--- config.mk ---
export PLATFORM = sky130hd
export DESIGN_NAME = bert_patgen
export DESIGN_NICKNAME = d
export VERILOG_FILES = /design/src/rtl/bert_patgen.sv
export SDC_FILE = /design/constraint.sdc
export NUM_CORES = 1
export LEC_CHECK = 0
export BUFFER_PORTS_ARGS = -buffer_cell sky130_fd_sc_hd__buf_2
export CAP_MARGIN = 20
export CORE_MARGIN = 2
export CORE_UTILIZATION = 59
export CTS_BUF_LIST = sky130_fd_sc_hd__clkbuf_8 sky130_fd_sc_hd__clkbuf_16
export CTS_CLUSTER_DIAMETER = 30
export DETAILED_ROUTE_END_ITERATION = 6
export MAX_ROUTING_LAYER = met4
export PLACE_DENSITY = 0.81
export SYNTH_ARGS = -nofsm -noshare
export SYNTH_HDL_FRONTEND = slang
export SYNTH_SLANG_ARGS = --single-unit
--- constraint.sdc ---
create_clock -name clk -period 2.7 [get_ports clk]
set_clock_uncertainty 0.1 [all_clocks]
set_input_delay 0.135 -clock clk [delete_from_list [all_inputs] [get_ports clk]]
set_output_delay 0.135 -clock clk [all_outputs]
set_load 0.01 [all_outputs]
--- src/rtl/bert_patgen.sv ---
module bert_patgen #(
  parameter int WORD_W   = 32,
  parameter int CODE_W   = 4,
  parameter int LEN_BASE = 17,
  parameter int ALT_RPT  = 4,
  parameter int QRSS_RUN = 14,
  parameter int SR_W     = 31
) (
  input  logic              clk,
  input  logic              rst_n,
  input  logic              bit_en,
  input  logic [2:0]        cfg_sel,
  input  logic [CODE_W-1:0] cfg_len,
  input  logic [WORD_W-1:0] cfg_word,
  input  logic              cfg_inv,
  input  logic              cfg_load,
  output logic              tx_bit,
  output logic              tx_valid
);

  localparam int PW    = $clog2(WORD_W);
  localparam int ALT_W = WORD_W / 2;
  localparam int AW    = $clog2(ALT_W);
  localparam int RW    = $clog2(ALT_RPT + 1);
  localparam int ZW    = $clog2(QRSS_RUN + 1);
  localparam int TW    = $clog2(SR_W);

  localparam logic [2:0] M_P7   = 3'd0;
  localparam logic [2:0] M_P15  = 3'd1;
  localparam logic [2:0] M_P20  = 3'd2;
  localparam logic [2:0] M_QRSS = 3'd3;
  localparam logic [2:0] M_P23  = 3'd4;
  localparam logic [2:0] M_P31  = 3'd5;
  localparam logic [2:0] M_REP  = 3'd6;
  localparam logic [2:0] M_ALT  = 3'd7;

  logic [2:0]        sel_q;
  logic [CODE_W-1:0] code_q;
  logic [WORD_W-1:0] word_q;
  logic              load_d;
  logic [SR_W-1:0]   sr;
  logic [PW-1:0]     ptr;
  logic [AW-1:0]     apos;
  logic [RW-1:0]     arep;
  logic              ahalf;
  logic [ZW-1:0]     zc;
  logic              bit_q, valid_q;

  logic [TW-1:0] tap_a, tap_b;
  logic          fb, gen;

  wire load_rise = cfg_load & ~load_d;
  wire advance   = bit_en & ~load_rise;
  wire is_prbs   = (sel_q != M_REP) && (sel_q != M_ALT);
  wire [PW-1:0] rep_last = PW'(LEN_BASE - 1) + PW'(code_q);
  wire [ALT_W-1:0] lo_word = word_q[ALT_W-1:0];
  wire [ALT_W-1:0] hi_word = word_q[WORD_W-1 -: ALT_W];
  wire qrss_force = (sel_q == M_QRSS) && (zc == ZW'(QRSS_RUN));

  always_comb begin
    case (sel_q)
      M_P7:          begin tap_a = TW'(5);  tap_b = TW'(6);  end
      M_P15:         begin tap_a = TW'(13); tap_b = TW'(14); end
      M_P20, M_QRSS: begin tap_a = TW'(16); tap_b = TW'(19); end
      M_P23:         begin tap_a = TW'(17); tap_b = TW'(22); end
      default:       begin tap_a = TW'(27); tap_b = TW'(30); end
    endcase
  end

  assign fb = sr[tap_a] ^ sr[tap_b];

  always_comb begin
    case (sel_q)
      M_REP:   gen = word_q[ptr];
      M_ALT:   gen = ahalf ? hi_word[apos] : lo_word[apos];
      M_QRSS:  gen = qrss_force | fb;
      default: gen = fb;
    endcase
  end

  always_ff @(posedge clk or negedge rst_n) begin
    if (!rst_n) begin
      load_d  <= 1'b0;
      sel_q   <= M_P7;
      code_q  <= '0;
      word_q  <= '0;
      sr      <= '1;
      ptr     <= '0;
      apos    <= '0;
      arep    <= '0;
      ahalf   <= 1'b0;
      zc      <= '0;
      bit_q   <= 1'b0;
      valid_q <= 1'b0;
    end else begin
      load_d  <= cfg_load;
      valid_q <= advance;
      if (load_rise) begin
        sel_q  <= cfg_sel;
        code_q <= cfg_len;
        word_q <= cfg_word;
        sr     <= '1;
        ptr    <= '0;
        apos   <= '0;
        arep   <= '0;
        ahalf  <= 1'b0;
        zc     <= '0;
      end else if (bit_en) begin
        bit_q <= gen ^ cfg_inv;
        if (is_prbs) sr <= {sr[SR_W-2:0], fb};
        if (sel_q == M_REP) ptr <= (ptr == rep_last) ? '0 : ptr + 1'b1;
        if (sel_q == M_ALT) begin
          if (apos == AW'(ALT_W - 1)) begin
            apos <= '0;
            if (arep == RW'(ALT_RPT - 1)) begin
              arep  <= '0;
              ahalf <= ~ahalf;
            end else begin
              arep <= arep + 1'b1;
            end
          end else begin
            apos <= apos + 1'b1;
          end
        end
        if (sel_q == M_QRSS) zc <= gen ? '0 : zc + 1'b1;
      end
    end
  end

  assign tx_bit   = bit_q;
  assign tx_valid = valid_q;

  assert_valid_follows_R2: assert property (@(posedge clk) disable iff (!rst_n)
    advance |=> tx_valid);
  assert_idle_quiet_R2: assert property (@(posedge clk) disable iff (!rst_n)
    !bit_en |=> !tx_valid);
  assert_load_no_bit_R3: assert property (@(posedge clk) disable iff (!rst_n)
    load_rise |=> !tx_valid);
  assert_cfg_held_R3: assert property (@(posedge clk) disable iff (!rst_n)
    !load_rise |=> ($stable(sel_q) && $stable(code_q) && $stable(word_q)));
  assert_seed_ones_R4: assert property (@(posedge clk) disable iff (!rst_n)
    load_rise |=> (sr == '1));
  assert_qrss_force_R5: assert property (@(posedge clk) disable iff (!rst_n)
    (qrss_force && advance) |=> (tx_bit != $past(cfg_inv)));
  assert_zero_cap_R5: assert property (@(posedge clk) disable iff (!rst_n)
    zc <= ZW'(QRSS_RUN));
  assert_ptr_range_R6: assert property (@(posedge clk) disable iff (!rst_n)
    (sel_q == M_REP) |-> (ptr <= rep_last));
  assert_restart_R10: assert property (@(posedge clk) disable iff (!rst_n)
    load_rise |=> (ptr == '0 && apos == '0 && !ahalf && zc == '0));

endmodule

# After elaboration in Yosys (flattened, before gate mapping)
# Index checks and enable logic that the tools add are counted.
[word_totals]
ff_bits = 90
latchBits = 0
mem_bits_rw = 0
romBits = 0
inputBits = 44
wordCells = 98
n_memories = 0
[op_classes]
addsub = 5
multipliers = 0
n_div = 0
order_cmp = 4
n_eq_ne = 12
shifts = 0
n_mux = 39
bitwise_logic = 8
reduce_logical = 18
[op_table]
columns = ["cell", "count"]
rows = [
  ["$mux W31", 3],
  ["$pmux W5 S4", 2],
  ["$mux W4", 8],
  ["$mux W5", 4],
  ["$lt A5 B6 Y1 const B", 3],
  ["$bmux W1 S5", 3],
  ["$mux W3", 5],
  ["$reduce_bool A2 Y1", 7],
  ["$mux W1", 11],
  ["$reduce_and A2 Y1", 5],
  ["$eq A3 B2 Y1 const B", 3],
  ["$eq A3 B3 Y1 const B", 3],
  ["$add A4 B1 Y4 const B", 2],
  ["$bmux W1 S4", 2],
  ["$eq A4 B4 Y1 const B", 2],
  ["$ne A3 B3 Y1 const B", 2],
  ["$add A5 B1 Y5 const B", 1],
  ["$add A5 B4 Y5 const A", 1],
  ["$eq A5 B5 Y1", 1],
  ["$lt A4 B5 Y1 const B", 1],
  ["$reduce_and A4 Y1", 1],
  ["$add A3 B1 Y3 const B", 1],
  ["$eq A3 B1 Y1 const B", 1],
  ["$logic_not A3 Y1", 1],
  ["8 further kinds", 13],
]

# Logic depth before layout (Yosys ltp)
# Gate-level depths: netlist of run 1.
[logic_depth]
word_depth = 12
mapped_depth = 9

# Worst setup path before layout of run 1
# OpenSTA, ideal clock, no wires.
[synth_path]
path_type = "reg-to-reg"
start = "register ptr[0]"
end = "register bit_q (netlist: tx_bit)"
t_arrival_ns = 2.020
t_required_ns = 2.477
path_slack_ns = 0.457
path_stages_with_launch = 9
n_path_buf = 1
synth_period_minus_slack_ns = 2.243
cell_sequence = "dfrtp_1 > buf_6 > mux4_2 > mux4_2 > nand2b_4 > o211ai_2 > a32oi_1 > xnor2_1 > o21ai_1"
[synth_between]
elab_chain_len = 4
[synth_lines]
columns = ["item", "line_no", "rtl"]
rows = [
  ["start, declared", "42", "logic [PW-1:0] ptr;"],
  ["start signal, assigned", "111", "if (sel_q == M_REP) ptr <= (ptr == rep_last) ? '0 : ptr + 1'b1;"],
  ["$bmux W1 S5", "74", "M_REP: gen = word_q[ptr];"],
  ["$mux W1 (not written as such)", "74", ""],
  ["$pmux W1 S3", "73", "case (sel_q)"],
  ["$xor A1 B1 Y1", "109", "bit_q <= gen ^ cfg_inv;"],
  ["end signal, assigned", "109", ""],
  ["end, declared", "47", "logic bit_q, valid_q;"],
]
# Every way passes these cells. The select of a mux whose other input is x is not followed.
# A chain may end at the register's enable or synchronous reset.

# Worst setup path after layout of run 1
# Same ends and word-level chain as after synthesis.

==> results of run 1 <==
[synth_stat cells (2+ instances only)]
cell type	count
nand2_1	137
dfrtp_1	59
dfstp_2	31
o22a_1	31
clkbuf_1	22
nor2_1	14
nand3_1	12
o21ai_1	12
mux4_2	11
a21oi_1	10
xnor2_1	6
ha_1	5
inv_2	4
mux2_1	4
mux2i_1	4
mux4_1	4
nand2b_1	4
nand3b_1	4
xor2_1	4
buf_1	3
buf_2	3
inv_1	3
nand4_1	3
o21ai_0	3
a31oi_1	2
nor2b_1	2
nor3b_1	2
nor4_1	2
nor4b_1	2
or3_1	2
[state kept, by name, indices dropped and copies added (netlist names), 3 cells and up]
signal and flops:
apos 4, arep 3, code_q 4, ptr 5
sel_q 3, sr 31, word_q 32, zc 4
[worst min-delay path, delay by kind of cell]
family,cells,cell delay [ns]
buffers and inverters,2,0.19
and+or+nand+nor,1,0.12
[worst max-delay path by stage]
stage               startpoint      to  slack [ns]  depth (start not counted)
global placement        ptr[0]  tx_bit        0.38                          7
CTS                     ptr[0]  tx_bit        0.29                          7
finish                  ptr[0]  tx_bit        0.28                          7
global route            ptr[0]  tx_bit        0.18                          7
floorplan               ptr[0]  tx_bit        0.46                          8
detailed placement      ptr[0]  tx_bit        0.31                          7
[cells by family after synthesis]
kind of cell / after synthesis
AND/OR/NAND/NOR: 192
multiplexers: 24
AO/OA/AOI/OAI: 69
XOR/XNOR: 10
adder cells (fa/ha/maj): 5
flip-flops: 90
buffers and inverters: 36
[cells in the final DEF, fill, tap and decap left out, types with 2 or more instances in the layout]
cell,count
a21oi_1,10
a31oi_1,2
buf_2,44
buf_4,11
clkbuf_16,2
clkbuf_8,10
dfrtp_1,59
dfstp_2,31
dlygate4sd3_1,42
ha_1,5
inv_1,5
inv_2,4
mux2_1,4
mux2i_1,4
mux4_1,4
mux4_2,11
nand2_1,137
nand2b_1,4
nand3_1,12
nand3b_1,4
nand4_1,3
nor2_1,14
nor3b_1,2
nor4_1,2
nor4b_1,2
o21ai_0,3
o21ai_1,11
o22a_1,31
or3_1,2
xnor2_1,6
xor2_1,4
[per-layer routing]
layer	vias up	GRT usage, %
met5	-	-
met4	0	12.95
met3	30	3.940
met2	92	41.98
met1	1727	33.79
li1	1637	-
[cell type report]
class                      instances  area, um^2  area share (%)
sequential                        90        2291           42.75
multi-input combinational        300        1958           36.54
timing repair buffer              97       723.2           13.50
clock buffer                      12       187.7           3.502
tap                               99       123.9           2.311
clock inverter                     4       46.29          0.8639
inverter                           7       26.28          0.4903
antenna                            1       2.502         0.04670
[report_power, final]
| group | total, mW | switching (mW) | leakage, nW | internal [mW] |
|---|---|---|---|---|
| Sequential | 1.56 | 0.111 | 1.08 | 1.45 |
| Clock | 1.02 | 0.463 | 0.125 | 0.561 |
| Combinational | 0.449 | 0.216 | 1.17 | 0.232 |
| Total | 3.04 | 0.790 | 2.38 | 2.25 |
==> flow_summary.json, run 1 <==
{
  "slowest_stage": "mux4_1",
  "worstHoldEndpoint": "tx_valid",
  "drt_iter0_drc": 159,
  "drive_gt1_share_pct": 23.73,
  "place_inst": 551,
  "min_from": "bit_en",
  "numPortBuffers": 45,
  "grt_max_degree": 48,
  "initial_core_util_pct": 60.77,
  "endpoint_kind": "register",
  "finalSetupViolations": 0,
  "fin_ws_ns": 0.2764,
  "synth_compound_area_share_pct": 11.59,
  "irDropWorstVdd_v": 0.0004435,
  "hold_depth": 3,
  "critPathMaxStageDelay_ns": 0.61,
  "synthToLayoutAreaGrowth_pct": 22.23,
  "maxCapViolations": 0,
  "critPathTopFamily": "multiplexers",
  "synth_top_area_share_pct": 33.68,
  "timing.rr.start": "ptr[0]",
  "dpl.hpwl_mm": 5.927,
  "synth-adder-area-share_pct": 1.427,
  "grt_pass1_vias": 3508,
  "cp_max_fo": 7,
  "synth_mux_area_share_pct": 10.25,
  "n_fill_cell": 494,
  "synth_xor_area_share_pct": 1.998,
  "worst_pin_slew_ns": 0.6454,
  "p_total_mw": 3.037,
  "fmax_ghz": 0.4126,
  "nNetsFinal": 554,
  "insertion_delay_ns": 0.36,
  "wl_met1_mm": 4.136,
  "wl_met3_um": 341,
  "core_area_um2": 7214,
  "die_h_um": 90.20,
  "cts_hold_buf": 42,
  "critPathKind": "register to register",
  "drtAntennaViolNets": 0,
  "yosysTopAreaCell": "dfrtp_1",
  "path_cells": "mux4_1, mux4_2, nand2b_4, o211ai_2, a32oi_1, xnor2_1, o21ai_1",
  "grt_pass1_wl_mm": 16.73,
  "fin_crit_sh_pct": 89.76,
  "wirelength_mm": 9.826,
  "highest_layer": "met4",
  "post-place-ws_ns": 0.3133,
  "tritoncts": "done",
  "die_area_um2": 8136,
  "worstPathRequired_ns": 2.85,
  "status": "finished clean",
  "cts_setup_buffers": 0,
  "place_area_um2": 4702,
  "hold_class": "input port to register",
  "path_clk_slew_ns": 0.08,
  "finalHoldViolations": 0,
  "dr_wl_met2_mm": 5.015,
  "ys_warn_count": 0,
  "grt_overflow": 0,
  "rrSetupSlack_ns": 0.28,
  "fin_area_um2": 5359,
  "r2r_end": "tx_bit",
  "gp_congestion": 0.8504,
  "async_flop_share_pct": 100.0,
  "cts_resized": 0,
  "fin_crit_ns": 2.424,
  "syn_nets": 475,
  "whs_ns": 0.03259,
  "synth_edf_count": 0,
  "ys_ff_latch": 90,
  "synth_area_um2": 4384,
  "fp-row-count": 31,
  "crit_arrival_ns": 2.57,
  "drv_slew": 0,
  "cts_buffers": 9,
  "wl_per_cell_um": 16.11,
  "die_x_um": 90.20,
  "r2r_cells": 7,
  "htree_levels": 3,
  "synthTopCellsByArea": "dfrtp_1 34%, dfstp_2 19%, nand2_1 12%",
  "p_leak_nw": 2.375,
  "max_slew_margin_pct": 56.97,
  "synth.distinct_cells": 51,
  "grt.total_usage_pct": 26.48,
  "p_per_area_nw_per_um2": 566.8,
  "drc_errors": 0,
  "tns_ns": 0,
  "synth-simple-area-share_pct": 19.15,
  "vias": 3486,
  "synthCells": 426,
  "pin_count": 46,
  "antenna_found_initial": 1,
  "rsz0062_at_grt": "false",
  "dr.pass1.iters": 4,
  "cts_root_buf": "clkbuf_8",
  "numClockSinks": 90,
  "final_cells": 610,
  "start_kind": "register",
  "ys_seq_area_share_pct": 52.25,
  "path_buf_inv": 0,
  "fin_util_pct": 74.28,
  "synthFlopType": "dfrtp_1",
  "syn_avg_cell_area_um2": 10.29,
  "vias_per_cell": 5.715,
  "cts_buffer_depth": 2,
  "synth_top_family_by_area": "simple AND/OR/NAND/NOR gates"
}
(Power assumes the default switching activity.)
==> run 2: changes to the inputs <==
--- a/config.mk
+++ b/config.mk
@@ -12,6 +12,7 @@
 export CTS_BUF_LIST = sky130_fd_sc_hd__clkbuf_8 sky130_fd_sc_hd__clkbuf_16
 export CTS_CLUSTER_DIAMETER = 30
 export DETAILED_ROUTE_END_ITERATION = 6
+export GPL_TIMING_DRIVEN = 0
 export MAX_ROUTING_LAYER = met4
 export PLACE_DENSITY = 0.81
 export SYNTH_ARGS = -nofsm -noshare
==> run 2 against run 1 <==
Net effect: non-clock buffer count is 20 higher; hold slack worse by 0.0099 ns; die area did not move; final cell count grew 3.1%; critical endpoint unchanged; register-to-register slack got worse by 0.095 ns; first-iteration DRC count is 86% higher; critical path type unchanged; design area increased by 0.86%; clock-buffer cell count is 3 lower; largest cell class unchanged; sequential cell count did not move; utilization increased by 0.64 points; global-route usage is 1.2 points higher.
==> flow_summary.json, run 2 (synthesis gave the netlist of run 1 again) <==
{
  "top_register": "word_q",
  "p_per_area_nw_per_um2": 562.7,
  "grt_max_degree": 70,
  "wirelength_mm": 10.45,
  "r2r_cells": 8,
  "synthToLayoutAreaGrowth_pct": 23.29,
  "dr_wl_met2_mm": 5.441,
  "vias": 3652,
  "dpl.hpwl_mm": 6.624,
  "gp_congestion": 0.8911,
  "dr.pass1.iters": 5,
  "fin_crit_sh_pct": 93.29,
  "tritoncts": "done",
  "rsz0062_at_grt": "false",
  "fmax_ghz": 0.3970,
  "endpoint_kind": "register",
  "rrSetupSlack_ns": 0.18,
  "wl_per_cell_um": 16.61,
  "die_x_um": 90.20,
  "grt_pass1_wl_mm": 17.42,
  "status": "finished clean",
  "core_area_um2": 7214,
  "largest_reg_flops": 32,
  "htree_levels": 3,
  "grt_pass1_vias": 3773,
  "cts_resized": 0,
  "wl_met3_um": 542,
  "highest_layer": "met4",
  "worst_pin_slew_ns": 0.5813,
  "cp_max_fo": 10,
  "grt_overflow": 0,
  "worstHoldEndpoint": "tx_valid",
  "fin_crit_ns": 2.519,
  "die_h_um": 90.20,
  "max_slew_margin_pct": 61.25,
  "start_kind": "register",
  "finalSetupViolations": 0,
  "initial_core_util_pct": 60.77,
  "vias_per_cell": 5.806,
  "drc_errors": 0,
  "p_leak_nw": 2.371,
  "cts_buffer_depth": 2,
  "fin_util_pct": 74.92,
  "antenna_cells": 0,
  "most-common-layout-cells": "137 x nand2_1, 59 x dfrtp_1, 47 x buf_2",
  "drv_slew": 0,
  "grt.total_usage_pct": 27.70,
  "fp-row-count": 31,
  "path_clk_slew_ns": 0.09,
  "critPathKind": "register to register",
  "r2r_end": "tx_bit",
  "min_from": "bit_en",
  "nNetsFinal": 574,
  "die_area_um2": 8136,
  "pin_count": 46,
  "drive_gt1_share_pct": 21.89,
  "drt_iter0_drc": 296,
  "worstPathRequired_ns": 2.84,
  "tns_ns": 0,
  "insertion_delay_ns": 0.35,
  "hold_class": "input port to register",
  "hold_depth": 3,
  "numPortBuffers": 45,
  "mostFrequentLayoutCell": "nand2_1",
  "irDropWorstVdd_v": 0.0003045,
  "maxCapViolations": 0,
  "cts_root_buf": "clkbuf_8",
  "finalHoldViolations": 0,
  "numClockSinks": 90,
  "cts_buffers": 9,
  "wl_met1_mm": 4.044,
  "timing.rr.start": "ptr[0]",
  "crit_arrival_ns": 2.66,
  "drtAntennaViolNets": 0,
  "antenna_found_initial": 0,
  "reg_top3": "word_q x32, sr x31, ptr x5"
}
run 2: critical path, stage by stage (launching register included):
cell and delay [ns]:
dfrtp_1 0.50, buf_6 0.22, mux4_1 0.59, mux2_2 0.28, o22a_1 0.19, o211ai_2 0.17
a32oi_1 0.13, xnor2_1 0.16, o21ai_1 0.07
run 2: repair_timing:
action                     4_1_cts  5_1_grt
setup endpoints to repair        0        0
setup buffers                    0        0
hold buffers                    42        0
hold endpoints to repair       120        0
run 2: where the power goes:
part / leakage, nW / switching [mW] / internal (mW)
clock: 0.111 / 0.487 / 0.529
combinational: 1.18 / 0.253 / 0.236
sequential: 1.08 / 0.0827 / 1.45
total: 2.37 / 0.822 / 2.22
run 2: how the worst max path moves through the flow:
stage	start	endpoint	slack, ns	depth (start not counted)
floorplan	ptr[0]	tx_bit	0.46	8
global placement	ptr[0]	tx_bit	0.25	8
detailed placement	ptr[0]	tx_bit	0.22	8
CTS	ptr[0]	tx_bit	0.23	8
global route	apos[1]	tx_bit	0.08	9
finish	ptr[0]	tx_bit	0.18	8
run 2: area by class of cell:
class	instances	area, um^2
Fill cell	502	1809
Clock buffer	9	123.9
Sequential cell	90	2291
Buffer	29	120.1
Inverter	7	26.28
Timing Repair Buffer	88	675.6
Tap cell	99	123.9
Multi-Input combinational cell	300	1947
Clock inverter	7	97.59
run 2: per-layer routing:
layer,global-route usage (%),vias to the layer above
met5,-,-
met4,14.49,0
met3,3.688,46
met2,47.49,160
met1,31.95,1768
li1,-,1678
run 2: through the flow:
step	cells	total power, mW	instance area, um^2	hold slack [ns]	setup WS [ns]
after floorplan	426	1.826	4384	-0.2606	0.4574
after global placement	570	1.960	4733	0.1702	0.2461
after detailed placement	571	1.987	4763	-0.05838	0.2209
after CTS	629	3.046	5405	0.006371	0.2275
after global routing	629	3.188	5405	0.03189	0.08235
final	629	3.042	5405	0.02271	0.1813
==> run 3: changes to the inputs <==
--- a/config.mk
+++ b/config.mk
@@ -8,13 +8,14 @@
 export BUFFER_PORTS_ARGS = -buffer_cell sky130_fd_sc_hd__buf_2
 export CAP_MARGIN = 20
 export CORE_MARGIN = 2
-export CORE_UTILIZATION = 59
+export CORE_UTILIZATION = 45
 export CTS_BUF_LIST = sky130_fd_sc_hd__clkbuf_8 sky130_fd_sc_hd__clkbuf_16
 export CTS_CLUSTER_DIAMETER = 30
 export DETAILED_ROUTE_END_ITERATION = 6
+export GPL_ROUTABILITY_DRIVEN = 0
 export GPL_TIMING_DRIVEN = 0
 export MAX_ROUTING_LAYER = met4
-export PLACE_DENSITY = 0.81
+export PLACE_DENSITY = 0.65
 export SYNTH_ARGS = -nofsm -noshare
 export SYNTH_HDL_FRONTEND = slang
 export SYNTH_SLANG_ARGS = --single-unit
==> run 3 against run 2 <==
Net effect: sequential share of layout area decreased by 0.12 points; worst setup slack gained 0.059 ns; final cell count grew 5.4%; utilization decreased by 18 points; highest routed layer unchanged.
==> flow_summary.json, run 3 (synthesis gave the netlist of run 1 again) <==
{
  "irDropWorstVdd_v": 0.0002856,
  "finalHoldViolations": 0,
  "pin_count": 46,
  "whs_ns": 0.03023,
  "start_kind": "register",
  "critPathMaxStageDelay_ns": 0.56,
  "post-place-ws_ns": 0.2444,
  "grt_max_degree": 57,
  "pwr-share-clk_pct": 30.9,
  "critPathTopFamily": "multiplexers",
  "p_total_mw": 2.911,
  "grt.total_usage_pct": 20.45,
  "worst_pin_slew_ns": 0.5895,
  "cp_max_fo": 10,
  "antenna_found_initial": 0,
  "fin_ws_ns": 0.2405,
  "status": "finished clean",
  "numClockSinks": 90,
  "fp-row-count": 36,
  "largest_reg_flops": 32,
  "p_leak_nw": 2.358,
  "grt_pass1_vias": 3439,
  "p_comb_share_pct": 16.5,
  "fin_crit_ns": 2.459,
  "maxCapViolations": 0,
  "most-common-layout-cells": "137 x nand2_1, 59 x dfrtp_1, 47 x buf_2",
  "grt_pass1_wl_mm": 16.17,
  "drtAntennaViolNets": 0,
  "vias": 3448,
  "drt_iter0_drc": 125,
  "sw_frac_of_total_pct": 28.27,
  "p_seq_share_pct": 52.7,
  "path_clk_slew_ns": 0.10,
  "n_fill_cell": 847,
  "final_cells": 663,
  "rsz0062_at_grt": "false",
  "worstPathRequired_ns": 2.86,
  "numPortBuffers": 45,
  "fin_crit_sh_pct": 91.09,
  "dpl.hpwl_mm": 6.682,
  "cts_buffer_depth": 2,
  "multi_input_area_um2": 1947,
  "nNetsFinal": 574,
  "die_h_um": 102.7,
  "tritoncts": "done",
  "drc_errors": 0,
  "slowest_stage": "mux4_1",
  "path_cells": "buf_6, mux4_1, mux2_2, o22a_1, o211ai_2, a32oi_1, xnor2_1, o21ai_1",
  "tns_ns": 0,
  "synthToLayoutAreaGrowth_pct": 23.63,
  "wirelength_mm": 9.709,
  "wl_per_cell_um": 14.64,
  "finalSetupViolations": 0,
  "endpoint_kind": "register",
  "fmax_ghz": 0.4066,
  "power_switching_mw": 0.8227,
  "drive_gt1_share_pct": 21.89,
  "reg_top3": "word_q x32, sr x31, ptr x5",
  "crit_arrival_ns": 2.62,
  "max_slew_margin_pct": 60.70,
  "initial_core_util_pct": 45.70,
  "cts_buffers": 9,
  "place_inst": 605,
  "insertion_delay_ns": 0.36,
  "mostFrequentLayoutCell": "nand2_1",
  "core_area_um2": 9594,
  "p_int_mw": 2.088,
  "top_register": "word_q",
  "path_buf_inv": 1,
  "grt_overflow": 0,
  "die_area_um2": 10550,
  "antenna_cells": 0,
  "critPathKind": "register to register",
  "hold_class": "input port to register",
  "drv_slew": 0,
  "dr.pass1.iters": 4,
  "vias_per_cell": 5.201,
  "htree_levels": 3,
  "cts_root_buf": "clkbuf_8",
  "p_per_area_nw_per_um2": 537.0,
  "seq_area_um2": 2291,
  "die_x_um": 102.7
}
run 3: changes by cell type in the layout (fill, tap and decap cells not counted), sizes merged:
cell / change
clkbuf: +1
clkinv: +2
bufinv: -2
inv: -1
run 3: final timing paths:
path                       startpoint       end  slack (ns)  cells after the start
setup / recovery               ptr[0]    tx_bit        0.24                      8
hold / removal                 bit_en  tx_valid        0.03                      3
setup reg to reg               ptr[0]    tx_bit        0.24                      8
hold reg to reg               arep[2]   arep[2]        0.40                      2
max in group asynchronous       rst_n    sr[29]        1.67                      3
min in group asynchronous       rst_n    ptr[3]        0.18                      2
run 3: metrics by stage:
step,util (%),instance area [um^2]
floorplan,-,4384
global placement,49.78,4776
detailed placement,50.09,4806
CTS,56.49,5420
global route,56.49,5420
finish,56.49,5420
run 3: cell type report:
cell class	count	area share, %
Sequential cell	90	42.27
Multi-Input combinational cell	300	35.92
Timing Repair Buffer	88	12.47
Tap cell	133	3.070
Clock buffer	10	2.747
Buffer	29	2.216
Clock inverter	6	0.8310
Inverter	7	0.4848
run 3: power groups by stage:
stage	Sequential (mW)	Clock [mW]	Combinational, mW
finish	1.53	0.898	0.479
global route	1.55	0.973	0.537
CTS	1.53	0.921	0.482
detailed placement	1.56	0	0.435
global placement	1.55	0	0.421
floorplan	1.53	0	0.294
run 3: per-layer routing:
layer / global-route usage (%) / vias up / wire (um)
li1: - / 1676 / -
met1: 25.99 / 1682 / 4411
met2: 32.78 / 68 / 4747
met3: 2.915 / 22 / 273
met4: 9.026 / 0 / 276
met5: - / - / 0
run 3: tightest hold or removal path: stages:
cell     delay [ns]
buf_2          0.14
nand2_1        0.12
inv_2          0.06
run 3: timing repair:
| item | 4_1_cts | 5_1_grt |
|---|---|---|
| hold endpoints to repair | 75 | 0 |
| gates resized for setup | 0 | 0 |
| setup endpoints to repair | 0 | 0 |
| hold buffers | 42 | 0 |
| setup buffers | 0 | 0 |
